<file path="config.mk">
export PLATFORM = sky130hd
export DESIGN_NAME = serprog_slave
export DESIGN_NICKNAME = d
export VERILOG_FILES = /design/src/rtl/serprog_pkg.sv /design/src/rtl/serprog_sync.sv /design/src/rtl/serprog_cond.sv /design/src/rtl/serprog_engine.sv /design/src/rtl/serprog_slave.sv
export SDC_FILE = /design/constraint.sdc
export NUM_CORES = 1
export LEC_CHECK = 0
export BUFFER_PORTS_ARGS = -buffer_cell sky130_fd_sc_hd__buf_2
export CAP_MARGIN = 20
export CELL_PAD_IN_SITES_DETAIL_PLACEMENT = 1
export CELL_PAD_IN_SITES_GLOBAL_PLACEMENT = 1
export CORE_ASPECT_RATIO = 0.9
export CORE_UTILIZATION = 45
export CTS_BUF_LIST = sky130_fd_sc_hd__clkbuf_16
export CTS_CLUSTER_DIAMETER = 200
export CTS_CLUSTER_SIZE = 16
export DETAILED_ROUTE_END_ITERATION = 10
export PLACE_DENSITY = 0.9
export SLEW_MARGIN = 25
export SYNTH_ARGS = -nofsm -noshare
export SYNTH_HDL_FRONTEND = slang
export SYNTH_SLANG_ARGS = --single-unit
export TNS_END_PERCENT = 50
</file>
<file path="constraint.sdc">
create_clock -name clk -period 2 [get_ports clk]
set_input_delay 0.1 -clock clk [delete_from_list [all_inputs] [get_ports clk]]
set_output_delay 0.1 -clock clk [all_outputs]
set_load 0.01 [all_outputs]
</file>
<file path="src/rtl/serprog_pkg.sv">
package serprog_pkg;
  localparam int unsigned BYTE_W     = 8;
  localparam int unsigned FRAME_BYTES = 3;
  localparam int unsigned FRAME_BITS = BYTE_W * FRAME_BYTES;
  localparam int unsigned CNT_W      = $clog2(FRAME_BITS + 1);

  typedef logic [BYTE_W-1:0] byte_t;

  localparam byte_t CMD_WRITE = byte_t'(8'h01);
  localparam byte_t CMD_READ  = byte_t'(8'h02);

  typedef enum logic [1:0] {
    ST_IDLE  = 2'd0,
    ST_SHIFT = 2'd1,
    ST_DONE  = 2'd2
  } state_t;
endpackage

</file>
<file path="src/rtl/serprog_sync.sv">
module serprog_sync #(
  parameter int unsigned WIDTH  = 2,
  parameter int unsigned STAGES = 2,
  parameter logic [WIDTH-1:0] RST_VAL = '1
) (
  input  logic             clk,
  input  logic             rst_n,
  input  logic [WIDTH-1:0] d,
  output logic [WIDTH-1:0] q
);
  logic [WIDTH-1:0] stg [STAGES];

  for (genvar s = 0; s < STAGES; s++) begin : g_stage
    if (s == 0) begin : g_first
      always_ff @(posedge clk or negedge rst_n) begin
        if (!rst_n) stg[s] <= RST_VAL;
        else        stg[s] <= d;
      end
    end else begin : g_next
      always_ff @(posedge clk or negedge rst_n) begin
        if (!rst_n) stg[s] <= RST_VAL;
        else        stg[s] <= stg[s-1];
      end
    end
  end

  assign q = stg[STAGES-1];
endmodule

</file>
<file path="src/rtl/serprog_cond.sv">
module serprog_cond (
  input  logic clk,
  input  logic rst_n,
  input  logic din_s,
  input  logic stb_n_s,
  output logic rise,
  output logic start,
  output logic stop
);
  logic din_prev;
  logic stb_n_prev;
  logic sck_now;
  logic sck_was;

  always_ff @(posedge clk or negedge rst_n) begin
    if (!rst_n) begin
      din_prev   <= 1'b1;
      stb_n_prev <= 1'b1;
    end else begin
      din_prev   <= din_s;
      stb_n_prev <= stb_n_s;
    end
  end

  assign sck_now = ~stb_n_s;
  assign sck_was = ~stb_n_prev;

  assign rise  = sck_now & ~sck_was;
  assign start = sck_now & sck_was & din_prev & ~din_s;
  assign stop  = sck_now & sck_was & ~din_prev & din_s;
endmodule

</file>
<file path="src/rtl/serprog_engine.sv">
module serprog_engine
  import serprog_pkg::*;
(
  input  logic  clk,
  input  logic  rst_n,
  input  logic  rise,
  input  logic  start,
  input  logic  stop,
  input  logic  din,
  input  byte_t rdata,
  output byte_t addr,
  output byte_t wdata,
  output logic  we,
  output logic  ret_n
);
  localparam logic [CNT_W-1:0] ADDR_END = CNT_W'(BYTE_W - 1);
  localparam logic [CNT_W-1:0] CMD_END  = CNT_W'(2 * BYTE_W - 1);
  localparam logic [CNT_W-1:0] LAST     = CNT_W'(FRAME_BITS - 1);

  state_t           st_q, st_d;
  logic [CNT_W-1:0] cnt_q, cnt_d;
  byte_t            sh_q, sh_d;
  byte_t            addr_q, addr_d;
  byte_t            cmd_q, cmd_d;
  byte_t            wdata_q, wdata_d;
  byte_t            out_q, out_d;
  logic             rd_q, rd_d;
  logic             we_q, we_d;
  byte_t            nb;

  assign nb = {sh_q[BYTE_W-2:0], din};

  always_comb begin
    st_d    = st_q;
    cnt_d   = cnt_q;
    sh_d    = sh_q;
    addr_d  = addr_q;
    cmd_d   = cmd_q;
    wdata_d = wdata_q;
    out_d   = out_q;
    rd_d    = rd_q;
    we_d    = 1'b0;
    if (start) begin
      st_d  = ST_SHIFT;
      cnt_d = '0;
      rd_d  = 1'b0;
    end else if (stop) begin
      st_d  = ST_IDLE;
      cnt_d = '0;
      rd_d  = 1'b0;
    end else if (rise && st_q == ST_SHIFT) begin
      sh_d  = nb;
      cnt_d = cnt_q + 1'b1;
      if (rd_q) out_d = {out_q[BYTE_W-2:0], 1'b0};
      if (cnt_q == ADDR_END) addr_d = nb;
      if (cnt_q == CMD_END) begin
        cmd_d = nb;
        if (nb == CMD_READ) begin
          out_d = rdata;
          rd_d  = 1'b1;
        end
      end
      if (cnt_q == LAST) begin
        st_d = ST_DONE;
        rd_d = 1'b0;
        if (cmd_q == CMD_WRITE) begin
          we_d    = 1'b1;
          wdata_d = nb;
        end
      end
    end
  end

  always_ff @(posedge clk or negedge rst_n) begin
    if (!rst_n) begin
      st_q    <= ST_IDLE;
      cnt_q   <= '0;
      sh_q    <= '0;
      addr_q  <= '0;
      cmd_q   <= '0;
      wdata_q <= '0;
      out_q   <= '0;
      rd_q    <= 1'b0;
      we_q    <= 1'b0;
    end else begin
      st_q    <= st_d;
      cnt_q   <= cnt_d;
      sh_q    <= sh_d;
      addr_q  <= addr_d;
      cmd_q   <= cmd_d;
      wdata_q <= wdata_d;
      out_q   <= out_d;
      rd_q    <= rd_d;
      we_q    <= we_d;
    end
  end

  assign addr  = addr_q;
  assign wdata = wdata_q;
  assign we    = we_q;
  assign ret_n = ~(rd_q & out_q[BYTE_W-1]);
endmodule

</file>
<file path="src/rtl/serprog_slave.sv">
module serprog_slave
  import serprog_pkg::*;
#(
  parameter int unsigned SYNC_STAGES = 2
) (
  input  logic              clk,
  input  logic              rst_n,
  input  logic              sdi,
  input  logic              stb_n,
  output logic              ret_n,
  output logic [BYTE_W-1:0] reg_waddr,
  output logic [BYTE_W-1:0] reg_wdata,
  output logic              reg_we,
  output logic [BYTE_W-1:0] reg_raddr,
  input  logic [BYTE_W-1:0] reg_rdata
);
  logic [1:0] rst_pipe;
  logic       rst_s_n;
  logic [1:0] pins_s;
  logic       rise, start, stop;
  byte_t      addr;

  always_ff @(posedge clk or negedge rst_n) begin
    if (!rst_n) rst_pipe <= 2'b00;
    else        rst_pipe <= {rst_pipe[0], 1'b1};
  end
  assign rst_s_n = rst_pipe[1];

  serprog_sync #(
    .WIDTH  (2),
    .STAGES (SYNC_STAGES),
    .RST_VAL(2'b11)
  ) u_sync (
    .clk  (clk),
    .rst_n(rst_s_n),
    .d    ({sdi, stb_n}),
    .q    (pins_s)
  );

  serprog_cond u_cond (
    .clk    (clk),
    .rst_n  (rst_s_n),
    .din_s  (pins_s[1]),
    .stb_n_s(pins_s[0]),
    .rise   (rise),
    .start  (start),
    .stop   (stop)
  );

  serprog_engine u_eng (
    .clk  (clk),
    .rst_n(rst_s_n),
    .rise (rise),
    .start(start),
    .stop (stop),
    .din  (pins_s[1]),
    .rdata(reg_rdata),
    .addr (addr),
    .wdata(reg_wdata),
    .we   (reg_we),
    .ret_n(ret_n)
  );

  assign reg_waddr = addr;
  assign reg_raddr = addr;
endmodule

</file>
* After elaboration in Yosys (flattened, before gate mapping)
Cells that the tools add are included.
** Operators by class
- Bitwise logic cells :: 14
- Equality and inequality tests :: 6
- Reductions and logical operators :: 11
- $add $sub $neg :: 1
- Muxes and demuxes :: 21
** Operators with widths (number)
- 8-bit two-way mux :: 3
- 5-bit two-way mux :: 3
- 1-bit two-way mux :: 11
- 8-bit by 1-bit equality test with 1-bit output (second input constant) :: 1
- 8-bit by 2-bit equality test with 1-bit output (second input constant) :: 1
- 2-bit two-way mux :: 4
- 4-bit AND reduction :: 2
- 4-bit nonzero test :: 2
- 1-bit bitwise AND :: 7
- 1-bit NOT :: 7
- 3-bit AND reduction :: 2
- 3-bit nonzero test :: 2
- 5-bit by 1-bit adder with 5-bit output (second input constant) :: 1
- 5-bit by 3-bit equality test with 1-bit output (second input constant) :: 1
- 5-bit by 4-bit equality test with 1-bit output (second input constant) :: 1
- 5-bit equality test (second input constant) :: 1
- 5-bit AND reduction :: 1
- 2-bit by 1-bit equality test with 1-bit output (second input constant) :: 1
- 2-bit AND reduction :: 1
- 1-bit logical AND :: 1
** Storage, ports and cells
- Output and inout port bits :: 26
- Bits of input ports :: 12
- Logic and storage cells :: 67
- Register bits after elaboration :: 56

* Logic depth before layout (Yosys ltp)
- Depth in word-level cells :: 7
- Depth in mapped cells :: 8
- Mapped depth without buffers :: 7

* Modules after synthesis
A second synthesis with hierarchy kept.
** Unflattened totals
- Cell total of the unflattened synthesis :: 165
- Area total of the unflattened synthesis :: 2319.7 um^2
** Modules (own cells, without submodules)
- serprog_engine :: sequential area each 1201.2 um^2, area each 2009.4 um^2, cells an instance 143, instances 1
- serprog_sync :: sequential area each 105.1 um^2, area each 120.1 um^2, cells an instance 6, instances 1
- serprog_slave :: sequential area each 50.0 um^2, area each 113.9 um^2, cells an instance 11, instances 1
- serprog_cond :: sequential area each 52.6 um^2, area each 76.3 um^2, cells an instance 5, instances 1

* Worst setup path before layout
No wires, ideal clock.
- Kind :: register to register
- Start :: register u_eng.cnt_q[0]
- End :: register u_eng.out_q[1]
- Stages on the path, launching flop included :: 8
- Data required time :: 1.877 ns
- Library setup time :: 0.123 ns
- Data arrival time :: 1.816 ns
- Clock period less this slack :: 1.939 ns
- Buffers on the path :: 0
- Slack :: 0.061 ns
- Path through :: dfrtp_1 > ha_1 > and3_1 > ha_1 > nor4b_4 > and4b_1 > o21a_2 > o221a_2
** Between the ends
- Word-level cells in the longest chain between the ends :: 2
** RTL lines
- start, declared :: RTL line serprog_engine.sv:21 : logic [CNT_W-1:0] cnt_q, cnt_d;
- start signal, assigned :: RTL line serprog_engine.sv:87 : cnt_q <= cnt_d;
- 5-bit by 4-bit equality test with 1-bit output :: RTL line serprog_engine.sv:56 : if (cnt_q == CMD_END) begin
- 8-bit two-way mux :: RTL line serprog_engine.sv:56
- end signal, assigned :: RTL line serprog_engine.sv:92 : out_q <= out_d;
- end, declared :: RTL line serprog_engine.sv:26 : byte_t out_q, out_d;
No other way between the ends.
A chain may end at the register's enable or synchronous reset.

* Worst setup path after layout
Ends and elaborated chain as after synthesis.

==> metrics <==
Ant. Diodes 0; Async S/R FF share, synth 100.0%; std cell rows 24; crit path launch type register; global route hottest layer met2; setup violators final 1; CTS clk-pin slew, worst paths 0.07 ns; Max Root-Sink Buffers 2; vias in the first global route 1830; CORE AREA 0.004985 mm²; initial antenna violation count 0; H-tree Lvls 2; min Tclk post-route 2.006 ns; Starting Density 48.32%; CTS tree built; drt first pass iters 4; WL per Instance 19.93 µm; RR Startpoint u_eng.cnt_q[0]; nets 246; reg2reg path depth 8; met1 global-route usage 27.40%; clock sink total 56; Placer Congestion 0.7437; PD cells 953.1 mW/mm²; Avg Inst Size Synth 13.02 µm²; layout cells sized above 1 44.21%; met3 Use GR 5.096%; Crit. Startpoint u_eng.cnt_q[0]; crit path DAT 2.20 ns; Overflow after GRT 0; I/O pins 38; max-cap violations 0; sequential-to-total area share from yosys stat 58.49%; EDFF count, synth 0; gr usage total 23.20%; GR Util met2 41.76%; cells along the critical path ha_2, and3_4, ha_4, nor4b_4, buf_4, and4b_1, o21a_4, o221a_4; Hold Crit Class in2reg; period utilisation layout 100.3%; Buffers on Ports 37; post-synth cell types 38; Static Leak 1.534 nW; unrepaired setup endpoints after global routing yes; worst r2r dst u_eng.out_q[1]; Syn. warnings 0; Die X 79.12 µm; initial DRC count 72; Worst path slowest cell dfrtp_1; violated checks negative setup slack; max-slew violations 0; Final Non-Filler Cells 298; via count 1652; setup ws final -0.005765 ns; CP endpoint kind register; Num CTS Buffers 5; area of the die 0.005649 mm²; area delta synth->final 24.00%; CTS Root Cell clkbuf_16; CP Data Required Time 2.19 ns; Worst Skew 0.006038 ns; R2R Setup Slk -0.006 ns; dpl cells 282; Peak supply drop 0.0004432 V; ys flop type dfrtp_1; number of nets still failing antenna checks after routing 0; CP peak stage delay 0.39 ns; Clock Latency Late Sink 0.30 ns; DIE HEIGHT 71.41 µm; gate count after technology mapping 185; syn nets 199; Peak Freq 498.6 MHz; post-DP HPWL 3.647 mm; maximum number of pins on one net before global-route repair 36; crit path to u_eng.out_q[1]; drt drc 0; crit path kind reg2reg; Total Routed Length 5.940 mm; final hold vios 0; status finished with violations; Mapped Area 0.002409 mm²; routed vias/inst 5.544; worst-path maximum fanout 8; global-route wire length before repair 9.653 mm; TNS Setup -0.005765 ns; Seq cells post-synth 56
registers in the layout, summed over array words and instances (netlist names):
| name | count |
|---|---|
| rst_pipe | 2 |
| u_cond.din_prev | 1 |
| u_cond.stb_n_prev | 1 |
| u_eng.addr | 8 |
| u_eng.cmd_q | 8 |
| u_eng.cnt_q | 5 |
| u_eng.out_q | 8 |
| u_eng.rd_q | 1 |
| u_eng.sh_q | 7 |
| u_eng.st_q | 2 |
| u_eng.wdata | 8 |
| u_eng.we | 1 |
| u_sync.q | 2 |
| u_sync.stg | 2 |
cell families after synthesis:
family	synth area share [%]
adder cells (fa/ha/maj)	1.039
other	0.1557
multiplexers	11.22
flip-flops	58.49
buffers and inverters	5.454
XOR/XNOR	1.091
AO/OA/AOI/OAI	5.195
AND/OR/NAND/NOR	17.35
critical path, delay by kind of cell (launching register included):
kind	cells	cell delay, ns
buffers and inverters	1	0.17
DFF	1	0.39
AOI/OAI and AO/OA	2	0.49
adders and majority gates	2	0.35
and+or+nand+nor	3	0.49
report_power, final:
group	total, mW	internal (mW)	switching (mW)
logic	0.292	0.135	0.157
registers	1.40	1.22	0.181
clock network	1.15	0.723	0.428
total	2.85	2.08	0.766
cells in the final DEF (no fill, tap or decap), types with 3 or more instances in the layout:
| cell | instances |
|---|---|
| nor2_1 | 5 |
| dfstp_2 | 6 |
| nand2_1 | 28 |
| dlygate4sd3_1 | 3 |
| nand4b_1 | 6 |
| or3_1 | 6 |
| o21ai_0 | 3 |
| clkbuf_16 | 5 |
| inv_1 | 4 |
| buf_2 | 37 |
| o211a_1 | 6 |
| dfrtp_1 | 49 |
| buf_4 | 14 |
| mux2_2 | 22 |
how the worst min path moves through the flow:
stage                       startpoint             end  slack [ns]  cells past startpoint
after global placement           rst_n     rst_pipe[0]       -0.11                      1
final                     reg_rdata[0]  u_eng.out_q[0]        0.08                      3
after CTS                 reg_rdata[0]  u_eng.out_q[0]        0.06                      3
after detailed placement         rst_n     rst_pipe[0]       -0.11                      1
after floorplan                  rst_n     rst_pipe[0]       -0.20                      0
after global routing      reg_rdata[0]  u_eng.out_q[0]        0.10                      3
layout make-up:
cell class | instances | area [µm²]
well taps | 65 | 81.33
inverters | 4 | 15.01
multi-input cells | 110 | 945.9
clock buffers | 5 | 125.1
flip-flops and latches | 56 | 1410
fillers | 527 | 1998
repair buffers | 55 | 340.3
clock inverters | 3 | 68.82
cells in the mapped netlist (all sizes together) (3+ instances only):
library cell	number	area [µm²]
mux2	24	270.3
buf	14	108.9
o21ai	3	15.01
nor3	3	15.01
or3	7	43.79
nor4	3	48.80
o211a	6	60.06
nand2	28	105.1
dfstp	6	157.7
nor2	5	18.77
nand4b	7	67.56
inv	4	15.01
dfrtp	50	1251
stage by stage:
stage | hold WS, ns | setup WS, ns | area [µm²] | utilization (%) | power, mW
floorplan | -0.1956 | 0.06105 | 2409 | - | 1.481
global placement | -0.1135 | 0.02852 | 2655 | 53.26 | 1.585
detailed placement | -0.1138 | -0.08723 | 2655 | 53.26 | 1.607
CTS | 0.05788 | -0.04775 | 2944 | 59.06 | 2.830
global route | 0.1031 | -0.06616 | 2987 | 59.91 | 2.943
finish | 0.07815 | -0.005765 | 2987 | 59.91 | 2.846
routing by layer:
metal  vias to the layer above  share of wire (%)
met5                         -                  0
met4                         0                1.8
met3                        11                3.1
met2                        33                 53
met1                       868                 42
li1                        740                  -
timing repair:
action | 4_1_cts | 5_1_grt
hold buffers | 3 | 0
gates cloned | 1 | 0
hold endpoints to repair | 4 | 0
resized for setup | 6 | 4
pin swaps | 2 | 1
setup endpoints to repair | 7 | 12
setup buffers | 2 | 3
Note: power is estimated with default switching activity, not from simulation.
